## src/rtl/dla_pkg.sv

```systemverilog
package dla_pkg;
  typedef enum logic [1:0] {
    RATE_X8 = 2'b00,
    RATE_X4 = 2'b01,
    RATE_X2 = 2'b10,
    RATE_X1 = 2'b11
  } rate_sel_e;

  typedef enum logic [1:0] {
    SCK_DIV8 = 2'b00,
    SCK_DIV4 = 2'b01,
    SCK_DIV2 = 2'b10,
    SCK_DIV1 = 2'b11
  } sclk_sel_e;

  localparam int unsigned NUM_EV = 2;
  localparam int unsigned EV_FS  = 0;
  localparam int unsigned EV_LD  = 1;
endpackage

```

## src/rtl/dla_adv_reg.sv

```systemverilog
module dla_adv_reg #(
  parameter int unsigned ADV_W = 5
) (
  input  logic             clk_i,
  input  logic             rst_ni,
  input  logic             wr_i,
  input  logic [ADV_W-1:0] data_i,
  input  logic             lock_i,
  output logic [ADV_W-1:0] adv_o
);
  logic [ADV_W-1:0] adv_q;

  always_ff @(posedge clk_i or negedge rst_ni) begin
    if (!rst_ni)             adv_q <= '0;
    else if (wr_i && !lock_i) adv_q <= data_i;
  end

  assign adv_o = adv_q;
endmodule

```

## src/rtl/dla_phase_ctr.sv

```systemverilog
module dla_phase_ctr #(
  parameter int unsigned PH_W = 11
) (
  input  logic            clk_i,
  input  logic            rst_ni,
  input  logic            tick_i,
  input  logic            strobe_i,
  input  logic [PH_W-1:0] per_m1_i,
  output logic [PH_W-1:0] phase_o,
  output logic            run_o
);
  logic [PH_W-1:0] phase_q;
  logic            run_q;
  logic [PH_W-1:0] cur;

  // strobe tick is phase 0 of the new interval
  assign cur = strobe_i ? '0 : phase_q;

  always_ff @(posedge clk_i or negedge rst_ni) begin
    if (!rst_ni) begin
      phase_q <= '0;
      run_q   <= 1'b0;
    end else if (tick_i) begin
      phase_q <= (cur >= per_m1_i) ? '0 : cur + 1'b1;
      if (strobe_i) run_q <= 1'b1;
    end
  end

  assign phase_o = cur;
  assign run_o   = run_q || strobe_i;
endmodule

```

## src/rtl/dla_event_dec.sv

```systemverilog
module dla_event_dec
  import dla_pkg::*;
#(
  parameter int unsigned PH_W = 11
) (
  input  logic            clk_i,
  input  logic            rst_ni,
  input  logic            tick_i,
  input  logic            run_i,
  input  logic [PH_W-1:0] phase_i,
  input  logic [PH_W-1:0] pos_i [NUM_EV],
  output logic            pulse_o [NUM_EV]
);
  for (genvar e = 0; e < NUM_EV; e++) begin : g_ev
    logic hit_q;
    always_ff @(posedge clk_i or negedge rst_ni) begin
      if (!rst_ni) hit_q <= 1'b0;
      else         hit_q <= tick_i && run_i && (phase_i == pos_i[e]);
    end
    assign pulse_o[e] = hit_q;
  end
endmodule

```

## src/rtl/dac_load_timer.sv

```systemverilog
module dac_load_timer
  import dla_pkg::*;
#(
  parameter int unsigned BASE_DIV = 256,
  parameter int unsigned SLOTS    = 32,
  parameter int unsigned ADV_W    = 5,
  parameter int unsigned SCK_MAX  = 8,
  parameter int unsigned FS_OFS   = 64
) (
  input  logic             clk_i,
  input  logic             rst_ni,
  input  logic             dmclk_en_i,
  input  logic             samp_strobe_i,
  input  logic [1:0]       rate_sel_i,
  input  logic [1:0]       sclk_sel_i,
  input  logic             adv_wr_i,
  input  logic [ADV_W-1:0] adv_data_i,
  input  logic             dac_pwr_i,
  output logic             dac_load_o,
  output logic             adc_fs_o
);
  localparam int unsigned MAX_PER = BASE_DIV * 8;
  localparam int unsigned PH_W    = $clog2(MAX_PER);
  localparam int unsigned SLOT_SH = $clog2(SLOTS);

  logic [ADV_W-1:0] adv_q;
  logic [PH_W:0]    period;
  logic [PH_W-1:0]  per_m1;
  logic [PH_W-1:0]  slot_len;
  logic [PH_W-1:0]  sck_per;
  logic [PH_W-1:0]  ld_raw;
  logic [PH_W-1:0]  phase;
  logic             run;
  logic [PH_W-1:0]  pos   [NUM_EV];
  logic             pulse [NUM_EV];

  dla_adv_reg #(.ADV_W(ADV_W)) u_adv (
    .clk_i  (clk_i),
    .rst_ni (rst_ni),
    .wr_i   (adv_wr_i),
    .data_i (adv_data_i),
    .lock_i (dac_pwr_i),
    .adv_o  (adv_q)
  );

  // 2'b00 is the slowest rate
  assign period   = (PH_W+1)'(BASE_DIV) << (2'd3 - rate_sel_i);
  assign per_m1   = PH_W'(period - 1'b1);
  assign slot_len = PH_W'(period >> SLOT_SH);
  assign sck_per  = PH_W'(SCK_MAX) >> sclk_sel_i;

  // modular back-off from the frame-sync phase; P divides 2^PH_W
  assign ld_raw = PH_W'(FS_OFS) - sck_per - PH_W'(adv_q * slot_len);

  assign pos[EV_FS] = PH_W'(FS_OFS);
  assign pos[EV_LD] = ld_raw & per_m1;

  dla_phase_ctr #(.PH_W(PH_W)) u_ctr (
    .clk_i    (clk_i),
    .rst_ni   (rst_ni),
    .tick_i   (dmclk_en_i),
    .strobe_i (samp_strobe_i),
    .per_m1_i (per_m1),
    .phase_o  (phase),
    .run_o    (run)
  );

  dla_event_dec #(.PH_W(PH_W)) u_dec (
    .clk_i   (clk_i),
    .rst_ni  (rst_ni),
    .tick_i  (dmclk_en_i),
    .run_i   (run),
    .phase_i (phase),
    .pos_i   (pos),
    .pulse_o (pulse)
  );

  assign adc_fs_o   = pulse[EV_FS];
  assign dac_load_o = pulse[EV_LD];
endmodule

```

## config.mk

```make
export PLATFORM = sky130hd
export DESIGN_NAME = dac_load_timer
export DESIGN_NICKNAME = d
export VERILOG_FILES = /design/src/rtl/dla_pkg.sv /design/src/rtl/dla_adv_reg.sv /design/src/rtl/dla_phase_ctr.sv /design/src/rtl/dla_event_dec.sv /design/src/rtl/dac_load_timer.sv
export SDC_FILE = /design/constraint.sdc
export NUM_CORES = 1
export LEC_CHECK = 0
export ABC_AREA = 1
export BUFFER_PORTS_ARGS = -buffer_cell sky130_fd_sc_hd__clkbuf_2
export CAP_MARGIN = 25
export CORE_UTILIZATION = 50
export CTS_BUF_LIST = sky130_fd_sc_hd__clkbuf_8
export CTS_CLUSTER_SIZE = 24
export DETAILED_ROUTE_END_ITERATION = 8
export PLACE_DENSITY_LB_ADDON = 0.25
export SETUP_SLACK_MARGIN = 0.1
export SKIP_LAST_GASP = 1
export SLEW_MARGIN = 20
export SYNTH_ARGS = -nofsm -noshare
export SYNTH_HDL_FRONTEND = slang
export SYNTH_SLANG_ARGS = --single-unit
```

## constraint.sdc

```tcl
create_clock -name clk_i -period 7.3 [get_ports clk_i]
set_input_delay 0.73 -clock clk_i [delete_from_list [all_inputs] [get_ports clk_i]]
set_output_delay 0.73 -clock clk_i [all_outputs]
set_load 0.05 [all_outputs]
```

Word-level counts from Yosys, hierarchy flattened
Index checks and enable logic that the tools add are counted.
{"block": "op_classes", "addsub": 5, "n_mul": 1, "n_div": 0, "magnitude_cmp": 1, "eq_ne": 2, "shift": 2, "mux": 2, "n_bitwise": 1, "reduce_logical": 7}
{"cell": "$mux 11", "count": 2}
{"cell": "$shl 9x2->12 const A", "count": 1}
{"cell": "$add 11x1->11 const B", "count": 1}
{"cell": "$and 11x11->11", "count": 1}
{"cell": "$eq 11x11->1", "count": 1}
{"cell": "$eq 11x7->1 const B", "count": 1}
{"cell": "$ge 11x11->1", "count": 1}
{"cell": "$mul 5x7->11", "count": 1}
{"cell": "$shr 4x2->11 const A", "count": 1}
{"cell": "$sub 11x1->11 const B", "count": 1}
{"cell": "$sub 11x11->11", "count": 1}
{"cell": "$sub 7x11->11 const A", "count": 1}
{"cell": "$logic_and 1x1->1", "count": 4}
{"cell": "$reduce_and 2->1", "count": 1}
{"cell": "$sub 2x2->2 const A", "count": 1}
{"cell": "$logic_not 1->1", "count": 1}
{"cell": "$logic_or 1x1->1", "count": 1}
{"block": "totals", "register_bits": 19, "latchBits": 0, "mem_bits_rw": 0, "mem_bits_ro": 0, "in_bits": 15, "wordCells": 26, "memories": 0}

Logic depth before layout (Yosys ltp)
Gate-level depths: netlist of run 1.
{"block": "depth", "ltp_word": 7, "ltp_mapped": 22, "ltp_nobuf": 22}

By module
From an unflattened synthesis of run 1, not the netlist that was laid out.
{"block": "unflattened", "hier_cells": 458, "area_unflattened_um2": 2822.7}
{"module": "dla_phase_ctr", "instances": 1, "cells_per_inst": 185, "area_per_inst_um2": 1168.6}
{"module": "dac_load_timer", "instances": 1, "cells_per_inst": 157, "area_per_inst_um2": 978.4}
{"module": "dla_event_dec", "instances": 1, "cells_per_inst": 94, "area_per_inst_um2": 478.0}
{"module": "dla_adv_reg", "instances": 1, "cells_per_inst": 22, "area_per_inst_um2": 197.7}

Worst setup path before layout of run 1
No wires, ideal clock.
{"block": "synth_path", "path_kind": "input-to-reg", "from": "input port rate_sel_i[1]", "to": "register u_dec.g_ev[1].hit_q", "setup_time_ns": 0.072, "t_arrival_ns": 3.660, "t_required_ns": 7.228, "setup_slack_ns": 3.568, "cell_stages": 19, "n_path_buf": 0, "cell_sequence": "inv_1 -> nor2_1 -> inv_1 -> nor2_1 -> ha_1 -> fa_1 -> inv_1 -> fa_1 -> ha_1 -> ha_1 -> nand2_1 -> o21ai_0 -> a31oi_1 -> nand3_1 -> nand2_1 -> nand2_1 -> nand2_1 -> nand2_1 -> nor2_1"}
{"block": "synth_between", "elab_chain_cells": 7, "elab_cells_between_ends": 8}
{"item": "from (decl)", "line": "dac_load_timer.sv:14", "rtl": "input logic [1:0] rate_sel_i,"}
{"item": "$sub 2x2->2 *", "line": "dac_load_timer.sv:47", "rtl": "assign period = (PH_W+1)'(BASE_DIV) << (2'd3 - rate_sel_i);"}
{"item": "$shl 9x2->12 *", "line": "dac_load_timer.sv:47"}
{"item": "$mul 5x7->11", "line": "dac_load_timer.sv:53", "rtl": "assign ld_raw = PH_W'(FS_OFS) - sck_per - PH_W'(adv_q * slot_len);"}
{"item": "$sub 11x11->11", "line": "dac_load_timer.sv:53"}
{"item": "$and 11x11->11 *", "line": "dac_load_timer.sv:56", "rtl": "assign pos[EV_LD] = ld_raw & per_m1;"}
{"item": "$eq 11x11->1 *", "line": "dla_event_dec.sv:18", "rtl": "else hit_q <= tick_i && run_i && (phase_i == pos_i[e]);"}
{"item": "$logic_and 1x1->1 *", "line": "dla_event_dec.sv:18"}
{"item": "to (signal assigned)", "line": "dla_event_dec.sv:18"}
{"item": "to (decl)", "line": "dla_event_dec.sv:15", "rtl": "logic hit_q;"}
Every way passes the cells marked *; elsewhere a longest branch is shown, timed or not.
A chain may end at the register's enable or synchronous reset.

Worst setup path after layout of run 1
Same ends and word-level chain as after synthesis.

==> qor.yml, run 1 <==
pwr-share-clk: 0.173
seqPwrFrac: 0.278
cts_tree: "done"
n_antenna_cell: 0
skew_ps: 1.870
gr-total-overflow: 0
ys_ff_latch: 19
fin_crit_sh: 0.5442
sw_frac_of_total: 0.4429
crit_path_cell_trace: "clkbuf_2 -> inv_1 -> nor2_1 -> inv_1 -> nor2_1 -> ha_1 -> fa_1 -> inv_1 -> fa_1 -> ha_1 -> ha_1 -> nand2_1 -> o21ai_0 -> a31oi_1 -> nand3_1 -> nand2_1 -> nand2_1 -> nand2_1 -> nand2_1 -> nor2_1"
synth_largest_area_cell: "dfrtp_1"
ir_drop_v: 0.0001201
avgSynthCellArea_sq_um: 6.700
dp_hpwl_um: 4077
status: "finished, final reports clean"
max_freq_mhz: 251.7
leakage_nw: 1.430
initial_core_util: 0.5211
p_comb_frac: 0.549
cts-root-buf: "clkbuf_8"
cts_hold_buf: 0
cts_buffers: 3
track_usage: 0.2206
reg2regPathDepth: 17
ctsResizeCount: 0
clock-sinks: 19
drive_gt1_frac: 0.1120
portBuffers: 16
antenna_found_initial: 0
start_kind: "primary input"
synth_fp_nets: 391
wl_per_cell_um: 12.15
synth_area_leaders: "dfrtp_1 21%, ha_1 16%, nand2_1 15%"
worstSetupPathType: "in -> reg"
cp.arrival_ps: 4170
setup_violations: 0
synth-seq-area-share: 0.2081
finalPower_uw: 420.2
holdCritPathClass: "in -> async"
power_density_mw_per_mm2: 171.6
drt-pass1-iter-count: 5
io_pins: 17
fin_area_sq_mm: 0.002449
hold_viol: 0
die_area_sq_mm: 0.004843
yosysWarnings: 0
grt_pass1_vias: 2013
power.internal_uw: 234.1
synth_top_area_frac: 0.2081
rows: 24
routed_wl_um: 4969
fin_setup_tns_ps: 0
place.gp.congestion: 0.8821
core_sq_mm: 0.004384
post_cts_buffers: 0
grt_max_degree: 21
die_width_um: 69.60
layout.nets: 408
grt_pass1_wl_um: 8673
antenna_left: 0
max_cap_viol_count: 0
place_area_sq_mm: 0.002402
timing.hold.ws_ps: 409.5
max_stage_delay_ps: 490
cp_slowest_cell: "fa_1"
required_ps: 7490
yosysUniqueCellTypes: 38
finalMaxSlewViolations: 0
rsz0062_at_grt: "false"
path_clk_slew_ps: 70
syn_area_sq_mm: 0.002285
netlist_instances: 341
cts.path.max_buffers: 2
min_period_ps: 3973
clk_latency_ps: 260
critPathMaxFanout: 6
cp-end-kind: "register"
htree_levels: 1
worst_path_most_repeated_cell: "nand2_1"
drc: 0
fp.dieH_um: 69.60
drt_iter0_drc: 147
syn_to_final_growth_pct: 7.174
p_switching_uw: 186.1
vias: 2166
viasPerCell: 5.296
routing by layer:
metal	GRT usage	vias up	routed length [um]
met5	0	-	0
met4	0.06349	0	64
met3	0.01744	7	132
met2	0.3614	36	2240
met1	0.3115	1016	2532
li1	-	1107	-
synthesized netlist by cell type, drive strengths merged:
library cell / count
clkbuf: 2
nor4: 1
o31ai: 1
o22ai: 6
nand3: 21
a21oi: 12
xnor2: 2
nor3b: 1
o211ai: 1
xor2: 2
conb: 2
buf: 2
nand2: 95
nand3b: 1
nand4: 10
nor3: 4
o21ai: 11
fa: 6
and3: 1
a221oi: 1
ha: 29
inv: 71
dfrtp: 19
nor2: 37
a31oi: 1
or2: 2
area by class of cell:
cell class	count	area, sq um
Fill cell	438	1936
Multi-Input combinational cell	247	1515
Sequential cell	19	475.5
Inverter	71	266.5
Timing Repair Buffer	16	80.08
Tap cell	52	65.06
Clock buffer	3	41.29
Clock inverter	1	5.005
metrics by stage:
step                worst slack, ps  utilization  std cells
detailed placement             3048       0.5479        405
floorplan                      3568            -        341
global placement               3057       0.5479        405
global route                   2983       0.5585        409
CTS                            3298       0.5585        409
finish                         3327       0.5585        409
critical path, delay by kind of cell:
| family | cells | cell delay (ps) |
|---|---|---|
| adder cells (fa/ha/maj) | 5 | 1900 |
| AND/OR/NAND/NOR | 9 | 870 |
| buffers and inverters | 4 | 370 |
| AO/OA/AOI/OAI | 2 | 300 |
cells by family after synthesis:
kind of cell	after synthesis	share of synthesized area
other	2	0.003287
adder cells (fa/ha/maj)	35	0.2114
XOR/XNOR	4	0.01534
AND/OR/NAND/NOR	173	0.3516
flip-flops	19	0.2081
AO/OA/AOI/OAI	33	0.08161
buffers and inverters	75	0.1287
registers in the layout, summed over array words and instances (netlist names):
register          flops
u_ctr.phase_q        11
u_ctr.run_q           1
u_adv.adv_o           5
u_dec.g_ev.hit_q      2
power groups by stage:
stage	combinational [mW]	sequential (mW)	clock, mW
after floorplan	0.180	0.117	0
after global placement	0.224	0.119	0
after detailed placement	0.228	0.119	0
after CTS	0.230	0.117	0.0742
after global routing	0.270	0.117	0.0783
final	0.231	0.117	0.0727
final timing paths:
path                       slack, ps                             to                        from
min                              410  u_dec.g_ev[0].hit_q$_DFF_PN0_                      rst_ni
max in group asynchronous       6570  u_dec.g_ev[1].hit_q$_DFF_PN0_                      rst_ni
max                             3330  u_dec.g_ev[1].hit_q$_DFF_PN0_               rate_sel_i[1]
max reg2reg                     3770  u_dec.g_ev[1].hit_q$_DFF_PN0_  u_adv.adv_o[3]$_DFFE_PN0P_
min in group clk_i               470        u_ctr.run_q$_DFFE_PN0P_     u_ctr.run_q$_DFFE_PN0P_
min reg2reg                      470        u_ctr.run_q$_DFFE_PN0P_     u_ctr.run_q$_DFFE_PN0P_
cells in the final DEF (no fill, tap or decap), types with 6 or more instances in the layout:
cell type | netlist | final
nand2_1 | 89 | 89
fa_1 | 6 | 6
nand3_1 | 20 | 20
ha_1 | 29 | 29
a21oi_1 | 12 | 12
nand4_1 | 10 | 10
o21ai_0 | 8 | 8
dfrtp_1 | 19 | 19
o22ai_1 | 6 | 6
clkbuf_2 | 0 | 16
inv_1 | 68 | 68
nor2_1 | 33 | 33
No activity file was read; power rests on OpenSTA's default activity.
==> inputs of run 2 (changes only) <==
--- a/config.mk
+++ b/config.mk
@@ -5,7 +5,7 @@
 export SDC_FILE = /design/constraint.sdc
 export NUM_CORES = 1
 export LEC_CHECK = 0
-export ABC_AREA = 1
+export ABC_AREA = 0
 export BUFFER_PORTS_ARGS = -buffer_cell sky130_fd_sc_hd__clkbuf_2
 export CAP_MARGIN = 25
 export CORE_UTILIZATION = 50
==> constraint.sdc (replaced) <==
create_clock -name clk_i -period 3.2 [get_ports clk_i]
set_input_delay 0.32 -clock clk_i [delete_from_list [all_inputs] [get_ports clk_i]]
set_output_delay 0.32 -clock clk_i [all_outputs]
set_load 0.05 [all_outputs]
==> run 2 against run 1 <==
Compared with the run above: the run now ends with setup timing left; total power rose by 150%; clock power rose by 130%; worst setup slack got worse by 3500 ps; first-iteration DRC count decreased by 20%; synthesized cell count fell by 27%; via count fell by 16%; global-route usage increased by 2.3 points; clock skew about the same; critical endpoint unchanged; highest routed layer unchanged.
==> qor.yml, run 2 <==
worst_slack_ps: -181.7  # was 3327 ps
required_ps: 3380  # was 7490 ps
path_clk_slew_ps: 70  # about the same
cp-end-kind: "register"  # unchanged
synth_most_common_cell: "inv_1"  # was nand2_1
synth-edff-count: 0  # unchanged
htree_levels: 1  # unchanged
viasPerCell: 5.558  # was 5.296
die_area_sq_mm: 0.004573  # was 0.004843 sq mm
core_sq_mm: 0.004058  # was 0.004384 sq mm
cts_hold_buf: 0  # unchanged
synth_area_leaders: "dfrtp_1 22%, ha_1 17%, fa_1 5.6%"  # was dfrtp_1 21%, ha_1 16%, nand2_1 15%
critPathMaxFanout: 6  # unchanged
yosysWarnings: 0  # unchanged
start_kind: "register"  # was primary input
holdCritPathClass: "in -> async"  # unchanged
antenna_left: 0  # unchanged
async_flop_share: 1.000  # unchanged
avgSynthCellArea_sq_um: 8.648  # was 6.700 sq um
synth-seq-area-share: 0.2208  # was 0.2081
status: "finished, violations left"  # was finished, final reports clean
synth_top_area_frac: 0.2208  # was 0.2081
grt_pass1_vias: 1899  # was 2013
clk_latency_ps: 260  # about the same
dp_slack_ps: -478.5  # was 3048 ps
max_stage_delay_ps: 550  # was 490 ps
syn_to_final_growth_pct: 18.19  # was 7.174%
power_density_mw_per_mm2: 411.7  # was 171.6 mW/mm^2
crit_path_cell_trace: "and3_4 -> ha_2 -> fa_1 -> inv_2 -> fa_1 -> ha_4 -> ha_4 -> inv_2 -> nor3_2 -> mux2i_1 -> a221oi_1 -> nand4_1 -> a211oi_2"  # was clkbuf_2 -> inv_1 -> nor2_1 -> inv_1 -> nor2_1 -> ha_1 -> fa_1 -> inv_1 -> fa_1 -> ha_1 -> ha_1 -> nand2_1 -> o21ai_0 -> a31oi_1 -> nand3_1 -> nand2_1 -> nand2_1 -> nand2_1 -> nand2_1 -> nor2_1
cp.arrival_ps: 3560  # was 4170 ps
drc: 0  # unchanged
cts-root-buf: "clkbuf_8"  # unchanged
cts.path.max_buffers: 2  # unchanged
io_pins: 17  # unchanged
fp.dieH_um: 67.63  # was 69.60 um
track_usage: 0.2435  # was 0.2206
place.gp.congestion: 0.8295  # was 0.8821
finalPower_mw: 1.048  # was 420.2 uW
final_util: 0.6272  # was 0.5585
largest_reg_flops: 11  # unchanged
max_cap_viol_count: 0  # unchanged
synth_largest_area_cell: "dfrtp_1"  # unchanged
layout.nets: 329  # was 408
min_period_ps: 3382
ir_drop_v: 0.0002589  # was 0.0001201 V
top_register: "u_ctr.phase_q"  # unchanged
yosysUniqueCellTypes: 54  # was 38
n_antenna_cell: 0  # unchanged
setup.worst_path.start: "u_adv.adv_o[4]$_DFFE_PN0P_"  # was rate_sel_i[1]
finalMaxSlewViolations: 0  # unchanged
cp_slowest_cell: "fa_1"  # unchanged
timing.hold.ws_ps: 7.057  # was 409.5 ps
grt_pass1_wl_um: 8480  # was 8673 um
cts_tree: "done"  # unchanged
gr-total-overflow: 0  # unchanged
setup_violations: 1  # was 0
ys_top_cells_by_count: "31 x inv_1, 29 x ha_1, 21 x nand2_1, 19 x dfrtp_1, 12 x nor2_1"  # was 89 x nand2_1, 68 x inv_1, 33 x nor2_1, 29 x ha_1, 20 x nand3_1
fin_area_sq_mm: 0.002545  # was 0.002449 sq mm
vias: 1823  # was 2166
hold_viol: 0  # unchanged
violations: "setup timing"
skew_ps: 2.296  # was 1.870 ps
netlist_instances: 249  # was 341
grt_max_degree: 22  # was 21
drt_iter0_drc: 118  # was 147
cts_buffers: 3  # unchanged
rows: 23  # was 24
rsz0062_at_grt: "true"  # was false
synth_fp_nets: 299  # was 391
ys_ff_latch: 19  # unchanged
max_freq_mhz: 295.7
dp_hpwl_um: 3912  # was 4077 um
antenna_found_initial: 0  # unchanged
leakage_nw: 1.188  # was 1.430 nW
synthFlopType: "dfrtp_1"  # unchanged
clock-sinks: 19  # unchanged
fin_crit_sh: 1.057
final_common_cell: "inv_1"  # was nand2_1
syn_area_sq_mm: 0.002153  # was 0.002285 sq mm
final_cell_mix: "29 x inv_1, 22 x ha_1, 20 x nand2_1"  # was 89 x nand2_1, 68 x inv_1, 33 x nor2_1
place_area_sq_mm: 0.002441  # was 0.002402 sq mm
initial_core_util: 0.5307  # was 0.5211
drt-pass1-iter-count: 4  # was 5
portBuffers: 16  # unchanged
routed_wl_um: 4820  # was 4969 um
worstSetupPathType: "reg -> reg"  # was in -> reg
wl_per_cell_um: 14.70  # was 12.15 um
drive_gt1_frac: 0.2338  # was 0.1120
die_width_um: 67.63  # was 69.60 um
worstReg2RegStart: "u_adv.adv_o[4]$_DFFE_PN0P_"  # was u_adv.adv_o[3]$_DFFE_PN0P_
[run 2: changes by cell type in the layout (fill, tap and decap cells not counted), moves of 7 or more]
cell     delta
inv_1      -39
nand3_1    -16
nor2_1     -21
buf_4      +14
nand2_1    -69
ha_1        -7
xnor2_1     +7
and2_1      +9
[run 2: where the power goes]
part / switching, mW / total, mW / internal [mW] / leakage, nW
sequential: 0.0176 / 0.272 / 0.254 / 0.245
combinational: 0.309 / 0.608 / 0.299 / 0.916
clock: 0.0823 / 0.168 / 0.0855 / 0.0269
total: 0.409 / 1.05 / 0.639 / 1.19
[run 2: final cells by class]
cell class	count	area (sq um)
multi-input cells	194	1660
fillers	360	1513
flip-flops and latches	19	475.5
repair buffers	30	185.2
inverters	31	116.4
well taps	50	62.56
clock buffers	3	41.29
clock inverters	1	3.754
[run 2: routing by layer]
| layer | vias up | GRT usage | wire [um] |
|---|---|---|---|
| li1 | 931 | - | - |
| met1 | 853 | 0.3279 | 2309 |
| met4 | 0 | 0.07979 | 52 |
| met3 | 5 | 0.01182 | 123 |
| met5 | - | 0 | 0 |
| met2 | 34 | 0.4121 | 2335 |
[run 2: per-stage QoR]
step | std cells | TNS, ps
after floorplan | 249 | -112.2
after global placement | 323 | -364.0
after detailed placement | 323 | -478.5
after CTS | 327 | -235.8
after global routing | 328 | -301.0
final | 328 | -181.7
[run 2: what timing repair did]
action	in CTS	in global routing
pin swaps	13	5
endpoints found under the setup margin	1	1
setup buffers	0	1
gates resized for setup	9	3
cloned	0	0
[run 2: final timing paths]
kind,end,slack [ps],cells after the start
max,u_dec.g_ev[1].hit_q$_DFF_PN0_,-180,13
min,u_ctr.phase_q[2]$_DFFE_PN0P_,7,1
max reg2reg,u_dec.g_ev[1].hit_q$_DFF_PN0_,-180,13
min reg2reg,u_ctr.run_q$_DFFE_PN0P_,510,1
max in group asynchronous,u_adv.adv_o[1]$_DFFE_PN0P_,2860,1
min in group clk_i,u_adv.adv_o[0]$_DFFE_PN0P_,290,2
[run 2: cell families after synthesis]
kind of cell	Yosys count	synth area share
compound gates	48	0.1633
xor+xnor	13	0.05288
fa+ha+maj	35	0.2243
buf+inv	36	0.06798
flops	19	0.2208
mux	7	0.03544
other cells	2	0.003488
simple gates	89	0.2319
[run 2: worst max-delay path: cells and delay by family (launching register included)]
kind,cells,cell delay [ps]
compound gates,2,460
fa+ha+maj,5,1780
buf+inv,2,90
flops,1,420
mux,1,90
simple gates,3,470
